--- src/rtl/smb_slave_pkg.sv ---
package smb_slave_pkg;

  localparam logic [2:0] PRIM_PREFIX = 3'b010;
  localparam logic [6:0] BCAST_ADDR  = 7'h30;
  localparam logic [6:0] ARA_ADDR    = 7'h0C;

  localparam logic [7:0] OFF_PEND    = 8'h00;
  localparam logic [7:0] OFF_MASK    = 8'h01;
  localparam logic [7:0] OFF_ENAB    = 8'h02;
  localparam logic [7:0] OFF_SCRATCH = 8'h03;

  typedef enum logic [2:0] {
    ST_IDLE,
    ST_ADDR,
    ST_CMD,
    ST_DATA,
    ST_ACK,
    ST_TX,
    ST_HACK,
    ST_SKIP
  } bus_state_e;

  function automatic logic [6:0] primary_addr(input logic [3:0] sel);
    return {PRIM_PREFIX, sel};
  endfunction

  function automatic logic [7:0] ara_reply(input logic [3:0] sel);
    return {primary_addr(sel), 1'b0};
  endfunction

endpackage

--- src/rtl/smb_line_filter.sv ---
module smb_line_filter #(
  parameter int unsigned SYNC_STAGES = 2,
  parameter int unsigned TAPS        = 3
) (
  input  logic clk,
  input  logic rst_n,
  input  logic raw_i,
  output logic level_o,
  output logic rise_o,
  output logic fall_o
);

  logic [SYNC_STAGES-1:0] sync_q;
  logic [TAPS-1:0]        hist_q;
  logic                   level_q;
  logic                   level_d;

  always_ff @(posedge clk or negedge rst_n) begin
    if (!rst_n) begin
      sync_q  <= '1;
      hist_q  <= '1;
      level_q <= 1'b1;
      level_d <= 1'b1;
    end else begin
      sync_q  <= {sync_q[SYNC_STAGES-2:0], raw_i};
      hist_q  <= {hist_q[TAPS-2:0], sync_q[SYNC_STAGES-1]};
      if (&hist_q)
        level_q <= 1'b1;
      else if (~|hist_q)
        level_q <= 1'b0;
      level_d <= level_q;
    end
  end

  assign level_o = level_q;
  assign rise_o  = level_q & ~level_d;
  assign fall_o  = ~level_q & level_d;

  // the filtered level moves only after every tap agreed with the new value
  assert_filter_agree_R12: assert property (@(posedge clk) disable iff (!rst_n)
    (level_q != $past(level_q)) |-> ($past(hist_q) == {TAPS{level_q}}));

endmodule

--- src/rtl/smb_reg_file.sv ---
module smb_reg_file
  import smb_slave_pkg::*;
#(
  parameter int unsigned NEVT    = 8,
  parameter int unsigned NPORT   = 4,
  parameter int unsigned CLS_LSB = 4
) (
  input  logic             clk,
  input  logic             rst_n,
  input  logic             wr_en,
  input  logic [7:0]       wr_addr,
  input  logic [7:0]       wr_data,
  input  logic [7:0]       rd_addr,
  output logic [7:0]       rd_data,
  input  logic             ara_win,
  input  logic [NEVT-1:0]  evt_i,
  input  logic [NPORT-1:0] shutdown_i,
  output logic             irq_o,
  output logic [NPORT-1:0] det_en_o,
  output logic [NPORT-1:0] cls_en_o
);

  logic [NEVT-1:0] pend_q, pend_next, mask_q, evt_hit;
  logic [7:0]      scratch_q;
  logic            wr_pend, wr_mask, wr_enab, wr_scr;

  assign wr_pend = wr_en && (wr_addr == OFF_PEND);
  assign wr_mask = wr_en && (wr_addr == OFF_MASK);
  assign wr_enab = wr_en && (wr_addr == OFF_ENAB);
  assign wr_scr  = wr_en && (wr_addr == OFF_SCRATCH);
  assign evt_hit = evt_i & mask_q;

  // clear sources first, then set: an active enabled event always survives
  always_comb begin
    pend_next = pend_q;
    if (wr_pend) pend_next = pend_next & ~wr_data[NEVT-1:0];
    if (ara_win) pend_next = '0;
    pend_next = pend_next | evt_hit;
  end

  always_ff @(posedge clk or negedge rst_n) begin
    if (!rst_n) begin
      pend_q    <= '0;
      mask_q    <= '0;
      scratch_q <= '0;
    end else begin
      pend_q <= pend_next;
      if (wr_mask) mask_q    <= wr_data[NEVT-1:0];
      if (wr_scr)  scratch_q <= wr_data;
    end
  end

  for (genvar p = 0; p < NPORT; p++) begin : g_port
    logic det_q, cls_q;
    always_ff @(posedge clk or negedge rst_n) begin
      if (!rst_n) begin
        det_q <= 1'b0;
        cls_q <= 1'b0;
      end else if (shutdown_i[p]) begin
        det_q <= 1'b0;
        cls_q <= 1'b0;
      end else if (wr_enab) begin
        det_q <= wr_data[p];
        cls_q <= wr_data[CLS_LSB+p];
      end
    end
    assign det_en_o[p] = det_q;
    assign cls_en_o[p] = cls_q;

    assert_shutdown_clears_R9: assert property (@(posedge clk) disable iff (!rst_n)
      $past(shutdown_i[p]) |-> (!det_en_o[p] && !cls_en_o[p]));
  end

  always_comb begin
    rd_data = 8'h00;
    unique case (rd_addr)
      OFF_PEND:    rd_data[NEVT-1:0] = pend_q;
      OFF_MASK:    rd_data[NEVT-1:0] = mask_q;
      OFF_ENAB:    begin
                     rd_data[NPORT-1:0]         = det_en_o;
                     rd_data[CLS_LSB+:NPORT]    = cls_en_o;
                   end
      OFF_SCRATCH: rd_data = scratch_q;
      default:     rd_data = 8'h00;
    endcase
  end

  assign irq_o = |pend_q;

  assert_pend_needs_mask_R7: assert property (@(posedge clk) disable iff (!rst_n)
    ((pend_q & ~$past(pend_q)) & ~$past(mask_q)) == '0);

  assert_set_beats_clear_R8: assert property (@(posedge clk) disable iff (!rst_n)
    wr_pend |=> ((pend_q & $past(evt_hit)) == $past(evt_hit)));

  assert_ara_release_R4: assert property (@(posedge clk) disable iff (!rst_n)
    ara_win |=> ((pend_q & ~$past(evt_hit)) == '0));

endmodule

--- src/rtl/smb_bus_engine.sv ---
module smb_bus_engine
  import smb_slave_pkg::*;
(
  input  logic       clk,
  input  logic       rst_n,
  input  logic       scl_lvl,
  input  logic       scl_rise,
  input  logic       scl_fall,
  input  logic       sda_lvl,
  input  logic       sda_rise,
  input  logic       sda_fall,
  input  logic [3:0] addr_sel,
  input  logic       irq_i,
  input  logic [7:0] rd_data,
  output logic       wr_en,
  output logic [7:0] wr_addr,
  output logic [7:0] wr_data,
  output logic [7:0] rd_addr,
  output logic       ara_win,
  output logic       sda_oe
);

  bus_state_e state_q, next_q;
  logic [3:0] cnt_q;
  logic [7:0] rsh_q, tsh_q, ptr_q;
  logic       drive_q, ara_q, hack_q;

  logic       start_det, stop_det, byte_full, byte_end, addr_done;
  logic       rw, hit_prim, hit_bcast, hit_ara, ara_read, addr_ack;
  logic [7:0] reload;

  assign start_det = sda_fall & scl_lvl;
  assign stop_det  = sda_rise & scl_lvl;
  assign byte_full = (cnt_q == 4'd8);
  assign byte_end  = scl_fall & byte_full;
  assign addr_done = (state_q == ST_ADDR) && byte_end && !start_det && !stop_det;

  assign rw        = rsh_q[0];
  assign hit_prim  = (rsh_q[7:1] == primary_addr(addr_sel));
  assign hit_bcast = (rsh_q[7:1] == BCAST_ADDR);
  assign hit_ara   = (rsh_q[7:1] == ARA_ADDR);
  assign ara_read  = hit_ara & rw & irq_i;
  assign addr_ack  = hit_prim | (hit_bcast & ~rw) | ara_read;
  assign reload    = ara_q ? ara_reply(addr_sel) : rd_data;

  always_ff @(posedge clk or negedge rst_n) begin
    if (!rst_n) begin
      state_q <= ST_IDLE;
      next_q  <= ST_IDLE;
      cnt_q   <= '0;
      rsh_q   <= '0;
      tsh_q   <= '0;
      ptr_q   <= '0;
      drive_q <= 1'b0;
      ara_q   <= 1'b0;
      hack_q  <= 1'b0;
    end else if (start_det) begin
      state_q <= ST_ADDR;
      cnt_q   <= '0;
      drive_q <= 1'b0;
      ara_q   <= 1'b0;
    end else if (stop_det) begin
      state_q <= ST_IDLE;
      drive_q <= 1'b0;
    end else begin
      unique case (state_q)
        ST_ADDR, ST_CMD, ST_DATA: begin
          if (scl_rise && !byte_full) begin
            rsh_q <= {rsh_q[6:0], sda_lvl};
            cnt_q <= cnt_q + 4'd1;
          end
          if (byte_end) begin
            cnt_q <= '0;
            if (state_q == ST_ADDR) begin
              if (addr_ack) begin
                drive_q <= 1'b1;
                state_q <= ST_ACK;
                next_q  <= rw ? ST_TX : ST_CMD;
                ara_q   <= ara_read;
                tsh_q   <= ara_read ? ara_reply(addr_sel) : rd_data;
              end else begin
                state_q <= ST_SKIP;
              end
            end else begin
              if (state_q == ST_CMD) ptr_q <= rsh_q;
              drive_q <= 1'b1;
              state_q <= ST_ACK;
              next_q  <= ST_DATA;
            end
          end
        end
        ST_ACK: begin
          if (scl_fall) begin
            state_q <= next_q;
            drive_q <= (next_q == ST_TX) ? ~tsh_q[7] : 1'b0;
          end
        end
        ST_TX: begin
          if (scl_rise) begin
            if (!drive_q && !sda_lvl) begin
              state_q <= ST_SKIP;
            end else begin
              cnt_q <= cnt_q + 4'd1;
              tsh_q <= {tsh_q[6:0], 1'b0};
            end
          end
          if (scl_fall) begin
            if (byte_full) begin
              drive_q <= 1'b0;
              cnt_q   <= '0;
              state_q <= ST_HACK;
            end else begin
              drive_q <= ~tsh_q[7];
            end
          end
        end
        ST_HACK: begin
          if (scl_rise) hack_q <= ~sda_lvl;
          if (scl_fall) begin
            if (hack_q) begin
              state_q <= ST_TX;
              tsh_q   <= reload;
              drive_q <= ~reload[7];
            end else begin
              state_q <= ST_SKIP;
            end
          end
        end
        default: ;
      endcase
    end
  end

  assign wr_en   = (state_q == ST_DATA) && byte_end && !start_det && !stop_det;
  assign wr_addr = ptr_q;
  assign wr_data = rsh_q;
  assign rd_addr = ptr_q;
  assign ara_win = (state_q == ST_TX) && byte_end && ara_q && !start_det && !stop_det;
  assign sda_oe  = drive_q;

  assert_own_addr_ack_R1: assert property (@(posedge clk) disable iff (!rst_n)
    (addr_done && hit_prim) |=> (sda_oe && state_q == ST_ACK));

  assert_bcast_read_nack_R2: assert property (@(posedge clk) disable iff (!rst_n)
    (addr_done && hit_bcast && rw) |=> (!sda_oe && state_q == ST_SKIP));

  assert_ara_needs_irq_R3: assert property (@(posedge clk) disable iff (!rst_n)
    (addr_done && hit_ara && rw && !irq_i) |=> (state_q == ST_SKIP && !sda_oe));

  assert_foreign_silent_R11: assert property (@(posedge clk) disable iff (!rst_n)
    (state_q == ST_SKIP) |-> !sda_oe);

  assert_release_on_cond_R10: assert property (@(posedge clk) disable iff (!rst_n)
    (start_det || stop_det) |=> !sda_oe);

  assert_sda_steady_high_R6: assert property (@(posedge clk) disable iff (!rst_n)
    (scl_lvl && $past(scl_lvl) && !$past(start_det) && !$past(stop_det)) |-> $stable(sda_oe));

endmodule

--- src/rtl/smb_alert_slave.sv ---
module smb_alert_slave
  import smb_slave_pkg::*;
#(
  parameter int unsigned NEVT  = 8,
  parameter int unsigned NPORT = 4
) (
  input  logic             clk,
  input  logic             rst_n,
  input  logic             scl_i,
  input  logic             sda_i,
  output logic             sda_oe,
  input  logic [3:0]       addr_sel,
  input  logic [NEVT-1:0]  evt_i,
  input  logic [NPORT-1:0] shutdown_i,
  output logic             irq_oe,
  output logic [NPORT-1:0] det_en_o,
  output logic [NPORT-1:0] cls_en_o
);

  localparam int unsigned CLS_LSB = 4;

  logic       scl_lvl, scl_rise, scl_fall;
  logic       sda_lvl, sda_rise, sda_fall;
  logic       wr_en, ara_win, irq;
  logic [7:0] wr_addr, wr_data, rd_addr, rd_data;

  smb_line_filter #(.SYNC_STAGES(2), .TAPS(3)) u_scl_filt (
    .clk(clk), .rst_n(rst_n), .raw_i(scl_i),
    .level_o(scl_lvl), .rise_o(scl_rise), .fall_o(scl_fall)
  );

  smb_line_filter #(.SYNC_STAGES(2), .TAPS(3)) u_sda_filt (
    .clk(clk), .rst_n(rst_n), .raw_i(sda_i),
    .level_o(sda_lvl), .rise_o(sda_rise), .fall_o(sda_fall)
  );

  smb_bus_engine u_engine (
    .clk(clk), .rst_n(rst_n),
    .scl_lvl(scl_lvl), .scl_rise(scl_rise), .scl_fall(scl_fall),
    .sda_lvl(sda_lvl), .sda_rise(sda_rise), .sda_fall(sda_fall),
    .addr_sel(addr_sel), .irq_i(irq), .rd_data(rd_data),
    .wr_en(wr_en), .wr_addr(wr_addr), .wr_data(wr_data),
    .rd_addr(rd_addr), .ara_win(ara_win), .sda_oe(sda_oe)
  );

  smb_reg_file #(.NEVT(NEVT), .NPORT(NPORT), .CLS_LSB(CLS_LSB)) u_regs (
    .clk(clk), .rst_n(rst_n),
    .wr_en(wr_en), .wr_addr(wr_addr), .wr_data(wr_data),
    .rd_addr(rd_addr), .rd_data(rd_data), .ara_win(ara_win),
    .evt_i(evt_i), .shutdown_i(shutdown_i), .irq_o(irq),
    .det_en_o(det_en_o), .cls_en_o(cls_en_o)
  );

  assign irq_oe = irq;

endmodule

--- config.mk ---
export PLATFORM = sky130hd
export DESIGN_NAME = smb_alert_slave
export DESIGN_NICKNAME = d
export VERILOG_FILES = /design/src/rtl/smb_slave_pkg.sv /design/src/rtl/smb_line_filter.sv /design/src/rtl/smb_reg_file.sv /design/src/rtl/smb_bus_engine.sv /design/src/rtl/smb_alert_slave.sv
export SDC_FILE = /design/constraint.sdc
export NUM_CORES = 1
export LEC_CHECK = 0
export CORE_ASPECT_RATIO = 0.5
export CORE_MARGIN = 1
export CORE_UTILIZATION = 40
export DETAILED_ROUTE_END_ITERATION = 6
export GPL_TIMING_DRIVEN = 0
export PLACE_DENSITY_LB_ADDON = 0.2
export SETUP_SLACK_MARGIN = 0.05
export SLEW_MARGIN = 10
export SYNTH_ARGS = -nofsm -noshare
export SYNTH_HDL_FRONTEND = slang
export SYNTH_HIERARCHICAL = 1
export SYNTH_SLANG_ARGS = --single-unit
export TNS_END_PERCENT = 100
--- constraint.sdc ---
create_clock -name clk -period 2.51 [get_ports clk]
set_input_delay 0.3765 -clock clk [delete_from_list [all_inputs] [get_ports clk]]
set_output_delay 0.3765 -clock clk [all_outputs]
set_load 0.01 [all_outputs]
==> results of run 1 <==
## layout make-up
class                           count  area share, %
Sequential cell                    83           39.4
Clock inverter                      4          0.471
Timing Repair Buffer               47           8.39
Inverter                            9          0.636
Clock buffer                       12           4.85
Multi-Input combinational cell    247           39.4
Buffer                             29           3.51
Tap cell                          140           3.30
## per-layer routing
layer,track usage (%),wire length (um)
met1,25.9,4960
met2,33.6,5020
met3,5.39,530
met4,5.67,141
met5,0,0
## sequential cells by signal, indices dropped and copies added (netlist names), 2 cells and up
| name | count |
|---|---|
| u_scl_filt/sync_q | 2 |
| u_regs/mask_q | 8 |
| u_regs/scratch_q | 8 |
| u_sda_filt/sync_q | 2 |
| u_engine/state_q | 3 |
| u_engine/tsh_q | 8 |
| u_engine/next_q | 3 |
| u_regs/g_port.cls_q | 4 |
| u_engine/wr_data | 8 |
| u_engine/cnt_q | 4 |
| u_regs/pend_q | 8 |
| u_sda_filt/hist_q | 3 |
| u_regs/g_port.det_q | 4 |
| u_engine/rd_addr | 8 |
| u_scl_filt/hist_q | 3 |
## cells by family after synthesis
family                   synth area share, %
AND/OR/NAND/NOR                         16.3
XOR/XNOR                                1.21
adder cells (fa/ha/maj)                0.575
AO/OA/AOI/OAI                           11.6
multiplexers                            17.2
flip-flops                              48.1
buffers and inverters                   5.06
## layout by cell type (no fill, tap or decap), types with 10 or more instances in the layout
master,instances
dfrtp_1,69
mux2_2,37
buf_4,34
clkdlybuf4s50_1,28
nand2b_1,20
nand2_1,15
mux2i_1,14
dfstp_2,14
a21oi_1,13
nor2_1,13
and3_1,11
clkbuf_16,10
o21ai_0,10
## through the flow
stage                     total power [mW]  instances   TNS, ns
final                                 3.22        571         0
after global routing                  3.35        571  -0.00821
after CTS                             3.20        565         0
after detailed placement              1.91        539    -12.09
after global placement                1.89        538   -148.29
after floorplan                       1.73        369         0
## worst max-delay path: cells and delay by family (launching register included)
| kind | cells | cell delay [ns] |
|---|---|---|
| mux | 1 | 0.36 |
| fa+ha+maj | 1 | 0.13 |
| simple gates | 6 | 1.11 |
| flops | 1 | 0.42 |
| buf+inv | 2 | 0.29 |
## worst min-delay path by stage
stage,startpoint,endpoint,slack [ns],cells after the start
after floorplan,rst_n,u_engine/ara_q$_DFFE_PN0P_,0.08,0
after global placement,u_sda_filt/sync_q[1]$_DFF_PN1_,u_sda_filt/hist_q[0]$_DFF_PN1_,0.35,0
after detailed placement,rst_n,u_regs/g_port[3].cls_q$_DFFE_PN0P_,0.27,1
after CTS,u_sda_filt/sync_q[1]$_DFF_PN1_,u_sda_filt/hist_q[0]$_DFF_PN1_,0.35,0
after global routing,u_sda_filt/sync_q[1]$_DFF_PN1_,u_sda_filt/hist_q[0]$_DFF_PN1_,0.35,0
final,u_sda_filt/sync_q[1]$_DFF_PN1_,u_sda_filt/hist_q[0]$_DFF_PN1_,0.35,0
## report_power, final
part	leakage, nW	switching (mW)	internal (mW)	total [mW]
combinational	1.12	0.183	0.185	0.367
sequential	1.08	0.165	1.42	1.58
clock	0.142	0.538	0.730	1.27
## what timing repair did
| action | in CTS | in global routing |
|---|---|---|
| hold buffers | 1 | 0 |
| pin swaps | 3 | 6 |
| resized for setup | 8 | 11 |
| endpoints found under the setup margin | 59 | 40 |
| hold endpoints to repair | 17 | 0 |
| gates cloned | 0 | 0 |
| buffers inserted | 10 | 6 |
==> metrics.txt, run 1 <==
NumNets Final=448; Peak VDD IR=0.000376 V; initial core utilization=42.0%; Slew HR=41.1%; Num Clock Sinks=83; Via density=5.68; Mapped Nets=391; WL final=10600 um; synth top area cells=dfrtp_1, mux2_2, dfstp_2; most common library cells after synthesis=dfrtp_1, mux2_2, nand2b_1; path depth of the worst reg2reg path=10; Core Region=0.0104 sq mm; Final HPWL DP=7310 um; Global Route Usage Sum=20.0%; Hold Violations, Final=0; ANT nets after route=0; hold_ws=0.351 ns; Post-Syn Instances=369; Tightest Pin Transition=0.876 ns; die area=0.0113 sq mm; final setup vio count=0; Reg clk slew, reported paths=0.06 ns; DP Worst Slack=-0.420 ns; synthesized flop and latch total=83; setup slack, reg-to-reg=0.08 ns; Sequential Area=0.00209 sq mm; area of the multi-input gates=0.00209 sq mm; worst-path cell chain=inv_2, ha_4, and3b_2, nand2_4, nor3_4, and3_1, nor4b_4, buf_4, nand4_4, mux2_4; CTS root buffer=clkbuf_16; antenna fix cells=0; CP Launch Type=flop; Seq/Total Area, Yosys=48.1%; layout cells sized above 1=31.1%; Port Buffer Count=29; DR iter-0 viols=241; Die X=150 um; r2r startpoint=u_engine/cnt_q[1]$_DFFE_PN0P_; Slowest-stage cell, CP=dfrtp_1; Layout area overhead=22.0%; Final period util=96.9%; post-placement cell area=0.00484 sq mm; Hold Path Class=reg -> reg; Synth Flop Type=dfrtp_1; Setup CP Type=reg -> reg; first-pass GRT wire length=16800 um; Tmin final=2.43 ns; Cell Rows=26; max-cap viol count=0; largest net degree at the start of global routing=67; Synth top area share=39.7%; Residual DRC=0; number of synthesis warnings=6; Worst-Skew Late Latency=0.34 ns; Die Span Y=75.8 um; Worst Setup EP=u_regs/scratch_q[5]$_DFFE_PN0P_; CTS tree=built; Worst EP arrival=2.66 ns; skew final=0.00795 ns; Req. time, crit path=2.74 ns; 1st-pass router iterations=4; Setup crit end kind=flop; number of I/O pins=30; Placer Congestion=0.878; Slew Limit Fails=0; total grt overflow=0; Fillers=886; worst r2r dst=u_regs/scratch_q[5]$_DFFE_PN0P_; Max Clk Rate=411 MHz; CP peak stage delay=0.42 ns; status=finished clean; final core utilization=51.2%; RSZ-0062 raised after global routing=true; Lkg Pwr=2.35 nW; wire per inst=18.6 um; most common cell in the synthesized netlist=dfrtp_1; CTS max path bufs=2; design area=0.00531 sq mm; Yosys top cell by area=dfrtp_1; vias in the first global route=3222; Avg Inst Size Synth=11.8 sq um; PD cells=606 mW/mm^2; maximum fanout along the worst path=8; CP startpoint=u_engine/cnt_q[1]$_DFFE_PN0P_; fraction of registers with async set/reset=100%; post-synth cell types=60; Post-synth EDFFs=0; initial antenna violation count=0; H-tree Lvls=3; Final Worst Setup Slack=0.0779 ns; Synth Cell Area=0.00435 sq mm; Num CTS Buffers=9; Vias=3244
No activity file was read; power rests on OpenSTA's default activity.
==> run 2, diff against run 1 <==
--- a/config.mk
+++ b/config.mk
@@ -5,9 +5,10 @@
 export SDC_FILE = /design/constraint.sdc
 export NUM_CORES = 1
 export LEC_CHECK = 0
+export CAP_MARGIN = 25
 export CORE_ASPECT_RATIO = 0.5
-export CORE_MARGIN = 1
 export CORE_UTILIZATION = 40
+export CTS_CLUSTER_SIZE = 40
 export DETAILED_ROUTE_END_ITERATION = 6
 export GPL_TIMING_DRIVEN = 0
 export PLACE_DENSITY_LB_ADDON = 0.2
==> results of run 2 <==
The final DEF is identical to that of run 1; final timing and power are the same.
